**src/rtl/hrmont_pkg.sv**
```systemverilog
package hrmont_pkg;

    // Control phase of the multiplier
    typedef enum logic [1:0] {
        PH_IDLE = 2'd0,
        PH_CALC = 2'd1,
        PH_EMIT = 2'd2
    } phase_t;

    // Rounded-up division for word counts
    function automatic int ceil_div(input int a, input int b);
        return (a + b - 1) / b;
    endfunction

endpackage

```
**src/rtl/hrmont_seq.sv**
```systemverilog
module hrmont_seq
    import hrmont_pkg::*;
#(
    parameter int F     = 8,
    parameter int NW    = 5,
    parameter int DIGW  = 4,
    parameter int WIDXW = 3
) (
    input  logic             clk,
    input  logic             rst,
    input  logic             start,
    output phase_t           phase,
    output logic [DIGW-1:0]  dig,
    output logic [WIDXW-1:0] wrd,
    output logic             launch,
    output logic             calc,
    output logic             emit,
    output logic             last_dig,
    output logic             done
);
    localparam logic [WIDXW-1:0] WLAST = WIDXW'(NW - 1);
    localparam logic [DIGW-1:0]  DLAST = DIGW'(F);

    logic wrap;

    assign launch   = (phase == PH_IDLE) && start;
    assign calc     = (phase == PH_CALC);
    assign emit     = (phase == PH_EMIT);
    assign wrap     = (wrd == WLAST);
    assign last_dig = (dig == DLAST);
    assign done     = emit && wrap;

    always_ff @(posedge clk) begin
        if (rst) begin
            phase <= PH_IDLE;
            dig   <= '0;
            wrd   <= '0;
        end else begin
            unique case (phase)
                PH_IDLE: begin
                    if (start) begin
                        phase <= PH_CALC;
                        dig   <= '0;
                        wrd   <= '0;
                    end
                end
                PH_CALC: begin
                    if (wrap) begin
                        wrd <= '0;
                        if (last_dig) phase <= PH_EMIT;
                        else          dig   <= dig + 1'b1;
                    end else begin
                        wrd <= wrd + 1'b1;
                    end
                end
                PH_EMIT: begin
                    if (wrap) begin
                        wrd   <= '0;
                        phase <= PH_IDLE;
                    end else begin
                        wrd <= wrd + 1'b1;
                    end
                end
                default: phase <= PH_IDLE;
            endcase
        end
    end
endmodule

```
**src/rtl/hrmont_zfile.sv**
```systemverilog
module hrmont_zfile #(
    parameter int W     = 16,
    parameter int V     = 8,
    parameter int NW    = 5,
    parameter int WIDXW = 3
) (
    input  logic             clk,
    input  logic             rst,
    input  logic             clr,
    input  logic             we,
    input  logic [WIDXW-1:0] widx,
    input  logic [W-1:0]     wdata,
    input  logic [WIDXW-1:0] sidx,
    output logic [W-1:0]     sdata,
    input  logic [WIDXW-1:0] ridx,
    output logic [W-1:0]     rdata,
    output logic [V-1:0]     low_digit
);
    logic [W-1:0] zr [NW];
    logic [W-1:0] sh [NW];

    // Word j of Z shifted down by V bits, built from words j and j+1
    for (genvar j = 0; j < NW; j++) begin : g_shift
        if (V == W) begin : g_full
            if (j == NW - 1) begin : g_top
                assign sh[j] = '0;
            end else begin : g_mid
                assign sh[j] = zr[j+1];
            end
        end else begin : g_part
            if (j == NW - 1) begin : g_top
                assign sh[j] = {{V{1'b0}}, zr[j][W-1:V]};
            end else begin : g_mid
                assign sh[j] = {zr[j+1][V-1:0], zr[j][W-1:V]};
            end
        end
    end

    assign sdata     = sh[sidx];
    assign rdata     = zr[ridx];
    assign low_digit = zr[0][V-1:0];

    always_ff @(posedge clk) begin
        if (rst || clr) begin
            for (int k = 0; k < NW; k++) zr[k] <= '0;
        end else if (we) begin
            zr[widx] <= wdata;
        end
    end
endmodule

```
**src/rtl/hrmont_mac.sv**
```systemverilog
module hrmont_mac #(
    parameter int W = 16,
    parameter int V = 8
) (
    input  logic [V-1:0]   q,
    input  logic [V-1:0]   xd,
    input  logic [W-1:0]   mt,
    input  logic [W-1:0]   yw,
    input  logic [W-1:0]   zs,
    input  logic [V:0]     cin,
    output logic [V+W:0]   sum
);
    localparam int PW = V + W;
    localparam int SW = V + W + 1;

    logic [PW-1:0] p_red;
    logic [PW-1:0] p_dig;

    // Two V x W products summed with the shifted word and the carry
    assign p_red = PW'(q)  * PW'(mt);
    assign p_dig = PW'(xd) * PW'(yw);
    assign sum   = SW'(p_red) + SW'(p_dig) + SW'(zs) + SW'(cin);
endmodule

```
**src/rtl/hrmont_mul.sv**
```systemverilog
module hrmont_mul
    import hrmont_pkg::*;
#(
    parameter int N = 64,
    parameter int W = 16,
    parameter int V = 8,
    localparam int F     = N / V,
    localparam int E     = N / W,
    localparam int NW    = ceil_div(N + V + 1, W),
    localparam int DIGW  = $clog2(F + 1),
    localparam int WIDXW = (NW > 1) ? $clog2(NW) : 1
) (
    input  logic             clk,
    input  logic             rst,
    input  logic             start,
    output logic             busy,
    output logic [DIGW-1:0]  dig_idx,
    input  logic [V-1:0]     x_digit,
    output logic [WIDXW-1:0] opnd_idx,
    input  logic [W-1:0]     y_word,
    input  logic [W-1:0]     mt_word,
    output logic             z_valid,
    output logic [WIDXW-1:0] z_idx,
    output logic [W-1:0]     z_word,
    output logic             done
);
    localparam logic [WIDXW-1:0] OPLAST = WIDXW'(E - 1);

    phase_t           phase;
    logic [DIGW-1:0]  dig;
    logic [WIDXW-1:0] wrd;
    logic             launch, calc, emit, last_dig;
    logic             first;
    logic [V-1:0]     q_reg, q_now, zlow, x_now;
    logic [V:0]       c_reg, cin;
    logic [W-1:0]     y_eff, m_eff, zs, rdata;
    logic [V+W:0]     sum;

    hrmont_seq #(.F(F), .NW(NW), .DIGW(DIGW), .WIDXW(WIDXW)) u_seq (
        .clk(clk), .rst(rst), .start(start), .phase(phase),
        .dig(dig), .wrd(wrd), .launch(launch), .calc(calc),
        .emit(emit), .last_dig(last_dig), .done(done)
    );

    hrmont_zfile #(.W(W), .V(V), .NW(NW), .WIDXW(WIDXW)) u_zfile (
        .clk(clk), .rst(rst), .clr(launch), .we(calc),
        .widx(wrd), .wdata(sum[W-1:0]), .sidx(wrd), .sdata(zs),
        .ridx(wrd), .rdata(rdata), .low_digit(zlow)
    );

    // Quotient digit is taken from word 0 before that word is rewritten
    assign first = (wrd == '0);
    assign q_now = first ? zlow : q_reg;
    assign cin   = first ? '0 : c_reg;
    // The extra step of the prescaled loop uses a zero digit
    assign x_now = last_dig ? '0 : x_digit;
    // Operand words above the N-bit range read as zero
    assign y_eff = (wrd <= OPLAST) ? y_word  : '0;
    assign m_eff = (wrd <= OPLAST) ? mt_word : '0;

    hrmont_mac #(.W(W), .V(V)) u_mac (
        .q(q_now), .xd(x_now), .mt(m_eff), .yw(y_eff),
        .zs(zs), .cin(cin), .sum(sum)
    );

    always_ff @(posedge clk) begin
        if (rst) begin
            q_reg <= '0;
            c_reg <= '0;
        end else if (calc) begin
            if (first) q_reg <= zlow;
            c_reg <= sum[V+W:W];
        end
    end

    assign busy     = (phase != PH_IDLE);
    assign dig_idx  = dig;
    assign opnd_idx = wrd;
    assign z_valid  = emit;
    assign z_idx    = wrd;
    assign z_word   = rdata;
endmodule

```
**config.mk**
```make
export PLATFORM = sky130hd
export DESIGN_NAME = hrmont_mul
export DESIGN_NICKNAME = d
export VERILOG_FILES = /design/src/rtl/hrmont_pkg.sv /design/src/rtl/hrmont_seq.sv /design/src/rtl/hrmont_zfile.sv /design/src/rtl/hrmont_mac.sv /design/src/rtl/hrmont_mul.sv
export SDC_FILE = /design/constraint.sdc
export NUM_CORES = 1
export LEC_CHECK = 0
export ABC_AREA = 0
export CELL_PAD_IN_SITES_DETAIL_PLACEMENT = 0
export CELL_PAD_IN_SITES_GLOBAL_PLACEMENT = 1
export CORE_ASPECT_RATIO = 2
export CORE_MARGIN = 2
export CORE_UTILIZATION = 50
export CTS_BUF_LIST = sky130_fd_sc_hd__clkbuf_8 sky130_fd_sc_hd__clkbuf_16
export DETAILED_ROUTE_END_ITERATION = 8
export PLACE_DENSITY_LB_ADDON = 0.1
export SLEW_MARGIN = 0
export SYNTH_ARGS = -nofsm -noshare
export SYNTH_HDL_FRONTEND = slang
export SYNTH_SLANG_ARGS = --single-unit
```
**constraint.sdc**
```tcl
create_clock -name clk -period 8.4 [get_ports clk]
set_input_delay 2.1 -clock clk [delete_from_list [all_inputs] [get_ports clk]]
set_output_delay 2.1 -clock clk [all_outputs]
set_load 0.01 [all_outputs]
```
==> Word level (Yosys, flattened, before mapping) <==
Memory sizes are Yosys's and may differ from the RTL's. A register that Yosys moved wholly into a read port is not among the register bits.
Cells that the tools add are included.
{ "totals": {"mem_count": 1, "ramBits": 80, "output_inout_bits": 29, "wordCells": 68, "regBits": 26} }
{ "mem_list": {"columns": ["name", "words", "word_bits", "rd", "rd_ports_with_merged_regs", "wr", "line_no", "rtl"], "rows": [
  ["u_zfile.zr", 5, 16, 6, 1, 5, "hrmont_zfile.sv:19", "logic [W-1:0] zr [NW];"]
]} }
{ "classes": {"add_sub_neg": 5, "mul": 2, "n_reduce_logical": 13, "muxes": 30, "magnitude_cmp": 2, "bitwise_logic": 1, "eq_ne": 9} }
{ "op_table": {"columns": ["operator", "count"], "rows": [
  ["$mux W16", 5],
  ["$bmux W16 S3", 1],
  ["$mul A8 B16 Y24", 2],
  ["$add A24 B24 Y25", 1],
  ["$add A25 B16 Y25", 1],
  ["$add A25 B9 Y25", 1],
  ["$mux W8", 2],
  ["$reduce_or A16 Y1", 1],
  ["$mux W3", 5],
  ["$mux W4", 3],
  ["$mux W9", 1],
  ["$mux W2", 4],
  ["$pmux W4 S2", 1],
  ["$reduce_and A4 Y1", 2],
  ["$mux W1", 6],
  ["$ne A2 B2 Y1 const B", 3],
  ["$pmux W2 S3", 1],
  ["$pmux W3 S2", 1],
  ["$reduce_bool A2 Y1", 3],
  ["$add A4 B1 Y4 const B", 1],
  ["$eq A4 B4 Y1 const B", 1],
  ["$ge A4 B4 Y1 const B", 1],
  ["$ne A2 B1 Y1 const B", 2],
  ["$not A3 Y4", 1],
  ["11 further kinds", 12]
]} }

==> Logic depth before layout (Yosys ltp) <==
{ "logic_depth": {"word_depth": 7, "mapped_depth": 31} }

==> Cells and area by module <==
Synthesis repeated with hierarchy kept, for this count alone.
{ "hier_totals": {"hier_cells": 1546, "hier_area_um2": 16648.5} }
{ "modules_own_cells": {"columns": ["mod", "n_inst", "area_each_um2", "seq_area_each_um2", "cells_per_inst"], "rows": [
  ["hrmont_mac", 1, 8809.7, 0.0, 984],
  ["hrmont_zfile", 1, 6027.0, 3843.7, 349],
  ["hrmont_mul", 1, 1143.6, 340.3, 130],
  ["hrmont_seq", 1, 668.1, 180.2, 83]
]} }

==> Worst setup path after synthesis <==
OpenSTA, ideal clock, no wires.
{ "synth_timing": {"path_kind": "input -> register", "start": "in x_digit[2]", "end": "reg c_reg[0]", "path_slack_ns": 0.719, "t_arrival_ns": 7.553, "setup_time_ns": 0.128, "required_ns": 8.272, "path_stages": 21, "cell_sequence": "and2_1 -> clkbuf_1 -> nand3_1 -> fa_1 -> inv_1 -> fa_1 -> fa_1 -> fa_1 -> fa_1 -> inv_1 -> fa_1 -> inv_1 -> ha_1 -> buf_6 -> and3_4 -> a31oi_1 -> or3b_1 -> o221a_4 -> or3_1 -> a41oi_1 -> nor2_1"} }
{ "synth_between": {"elab_chain_len": 5} }
{ "synth_lines": {"columns": ["item", "line_no", "rtl"], "rows": [
  ["start, declared", "hrmont_mul.sv:18", "input logic [V-1:0] x_digit,"],
  ["$mux W8", "hrmont_mul.sv:56", "assign x_now = last_dig ? '0 : x_digit;"],
  ["$mul A8 B16 Y24", "hrmont_mac.sv:21", "assign p_dig = PW'(xd) * PW'(yw);"],
  ["$add A24 B24 Y25", "hrmont_mac.sv:22", "assign sum = SW'(p_red) + SW'(p_dig) + SW'(zs) + SW'(cin);"],
  ["$add A25 B16 Y25", "hrmont_mac.sv:22", null],
  ["$add A25 B9 Y25", "hrmont_mac.sv:22", null],
  ["end signal, assigned", "hrmont_mul.sv:72", "c_reg <= sum[V+W:W];"],
  ["end, declared", "hrmont_mul.sv:35", "logic [V:0] c_reg, cin;"]
]} }
No other way between the ends.
A chain may end at the register's enable or synchronous reset.

==> Worst setup path after layout <==
{ "layout_timing": {"start": "in x_digit[3]", "end": "reg c_reg[4]"} }
Same word-level chain as after synthesis.

==> flow_metrics.env <==
export IMPL_startpoint_type="input pin"
export IMPL_netlist_area_mm2=0.01613
export IMPL_endpoint="c_reg[4]$_SDFFE_PP0P_"
export IMPL_postSynthAreaPerCell_um2=10.32
export IMPL_die_y_um=258.0
export IMPL_r2r_slack_ns=0.96
export IMPL_clock_latency_ns=0.44
export IMPL_ant_nets=0
export IMPL_worstPathMaxFanout=8
export IMPL_dieArea_mm2=0.03379
export IMPL_cts_buffer_depth=2
export IMPL_layout_commonest_cell="inv_1"
export IMPL_tritoncts="built"
export IMPL_viasPerCell=5.622
export IMPL_die_w_um=131.0
export IMPL_path_clk_slew_ns=0.07
export IMPL_worst_path_max_delay_cell="fa_1"
export IMPL_wire_per_inst_um=22.67
export IMPL_crit_required_ns=8.72
export IMPL_crit_start="x_digit[3]"
export IMPL_largest_reg_flops=128
export IMPL_gp_congestion=0.9277
export IMPL_drt_iter0_markers=655
export IMPL_layout_nets=2023
export IMPL_clock_sinks=157
export IMPL_overflow=0
export IMPL_min_path_type="flop to flop"
export IMPL_fin_crit_sh_pct=94.57
export IMPL_vias=11789
export IMPL_max_stage_delay_ns=0.56
export IMPL_post_cts_setup_buffer_count=0
export IMPL_grtUsageTotal_pct=29.91
export IMPL_synth_largest_area_cell="fa_1"
export IMPL_crit_path_end_kind="flop"
export IMPL_grt_max_degree=43
export IMPL_drt_wl_total_um=47540
export IMPL_grt_antenna_before_repair=0
export IMPL_drv_cap=0
export IMPL_port_buffers=71
export IMPL_ys_warn_count=0
export IMPL_criticalPathCategory="input pin to flop"
export IMPL_worst_slew_pin_slew_ns=1.002
export IMPL_hold_viol_final=0
export IMPL_fin_util_pct=57.20
export IMPL_rsz0062_at_grt="false"
export IMPL_yosysTopAreaCellShare_pct=29.05
export IMPL_r2r_start="u_seq.wrd[2]$_SDFFE_PP0P_"
export IMPL_syn_num_nets=1929
export IMPL_cts_buffers=17
export IMPL_period_needed_ns=7.944
export IMPL_ys_flop_type="edfxtp_1"
export IMPL_synth_seq_cells=157
export IMPL_coreArea_mm2=0.03200
export IMPL_start_util_pct=50.39
export IMPL_cp_arrival_ns=8.26
export IMPL_grt_pass1_vias=13084
export IMPL_dr_pass1_iters=5
export IMPL_yosysSeqAreaShare_pct=27.44
export IMPL_slew_violations=0
export IMPL_cts_htree_levels=4
export IMPL_drive_gt1_share_pct=11.02
export IMPL_rows=93
export IMPL_ys_async_sr_fraction_pct=0
export IMPL_fillers=2870
export IMPL_cts_hold_buf=0
export IMPL_r2r_end="c_reg[4]$_SDFFE_PP0P_"
export IMPL_fin_skew_ns=0.01199
export IMPL_final_cell_mix="inv_1 (269), nor2_1 (246), fa_1 (234)"
export IMPL_yosys_cell_types_count=60
export IMPL_crit_chain="clkdlybuf4s50_1 -> and2_1 -> nand3_1 -> fa_1 -> inv_1 -> fa_1 -> fa_1 -> fa_1 -> fa_1 -> inv_1 -> fa_1 -> inv_1 -> ha_1 -> and3_4 -> a31oi_1 -> or3b_1 -> o221a_4 -> o41ai_2 -> xor2_1 -> o21ai_0"
export IMPL_cpMostUsedCell="fa_1"
export IMPL_diodes=0
export IMPL_fmax_mhz=125.9
export IMPL_cts_root_buf="clkbuf_16"
export IMPL_outcome="complete, no violations"
export IMPL_drc=0
export IMPL_finalSetupViolCount=0
export IMPL_detailed_place_hpwl_um=39110
export IMPL_synth_edf_count=128
export IMPL_grt_pass1_wl_um=73260
export IMPL_cts_resized_gates=0
export IMPL_yosys_top_cells_area="fa_1 (29%), edfxtp_1 (24%), ha_1 (6.9%)"
export IMPL_areaGrowthSynthToFinish_pct=13.50
export IMPL_setup_tns_ns=0
export IMPL_boundaryPins=72
export IMPL_slew_headroom_pct=33.06
export IMPL_r2r_cells=24
export IMPL_synth_cells=1563
[cells in the mapped netlist (2+ instances only)]
cell,instances
buf_1,13
a21o_1,6
or3_1,5
nor2b_1,6
nor2_1,246
o21ai_0,17
mux2_2,16
clkbuf_1,57
buf_4,3
dfxtp_1,29
a22oi_1,8
edfxtp_1,128
a22o_1,2
xnor2_1,7
mux2i_1,10
nand3b_1,2
fa_1,234
a21boi_0,3
nand4_1,11
nand2_1,106
a31oi_1,5
inv_1,268
a211oi_1,10
nor3b_1,2
xor2_1,10
and3_1,4
nor3_1,4
nor4b_1,2
ha_1,89
nand3_1,136
a21oi_1,28
mux4_2,48
nand2b_1,7
and2_1,13
o21bai_1,3
[logic make-up after synthesis]
logic type,Yosys count,share of synthesized area (%)
AND/OR/NAND/NOR,551,14.97
buffers and inverters,344,8.132
adder cells (fa/ha/maj),323,35.96
flip-flops,157,27.44
AO/OA/AOI/OAI,97,4.143
multiplexers,74,8.442
XOR/XNOR,17,0.9233
[critical path, delay by kind of cell]
family	cells	cell delay [ns]
XOR/XNOR	1	0.19
AO/OA/AOI/OAI	4	0.89
adder cells (fa/ha/maj)	7	3.30
AND/OR/NAND/NOR	4	1.14
buffers and inverters	4	0.63
[per-layer routing]
layer | part of all wire [%] | global-route usage [%] | vias to the layer above
met5 | 0 | 0 | -
met4 | 8.0 | 19.95 | 0
met3 | 3.7 | 3.418 | 139
met2 | 56 | 56.53 | 375
met1 | 32 | 29.40 | 5993
li1 | - | - | 5282
[final cells by class]
type                       count  area (um2)  share of cell area, %
multi-input combinational   1062       10400                  56.81
sequential                   157        4425                  24.18
timing repair buffer         150        1316                  7.192
inverter                     269        1010                  5.517
tap                          427       534.3                  2.919
clock buffer                  17       425.4                  2.324
clock inverter                15       193.9                  1.060
[worst min path at each step]
| stage | slack (ns) | cells after the start | to | start |
|---|---|---|---|---|
| floorplan | 0.42 | 2 | c_reg[4]$_SDFFE_PP0P_ | c_reg[4]$_SDFFE_PP0P_ |
| global placement | 0.44 | 2 | c_reg[8]$_SDFFE_PP0P_ | c_reg[8]$_SDFFE_PP0P_ |
| detailed placement | 0.45 | 2 | c_reg[8]$_SDFFE_PP0P_ | c_reg[8]$_SDFFE_PP0P_ |
| CTS | 0.46 | 2 | c_reg[8]$_SDFFE_PP0P_ | c_reg[8]$_SDFFE_PP0P_ |
| global route | 0.49 | 2 | c_reg[8]$_SDFFE_PP0P_ | c_reg[8]$_SDFFE_PP0P_ |
| finish | 0.46 | 2 | c_reg[8]$_SDFFE_PP0P_ | c_reg[8]$_SDFFE_PP0P_ |
[stage by stage]
step	cell area (um2)	std cells	setup slack, ns	hold WS [ns]
floorplan	16130	1563	0.7189	0.4249
global placement	17680	2065	0.1345	0.4404
detailed placement	17680	2065	0.06357	0.4531
CTS	18300	2097	0.4947	0.4631
global route	18300	2097	0.2122	0.4858
finish	18300	2097	0.4562	0.4630
Power is not shown: default switching activity piles up to over one toggle a cycle in this logic, so the estimate is an artifact.
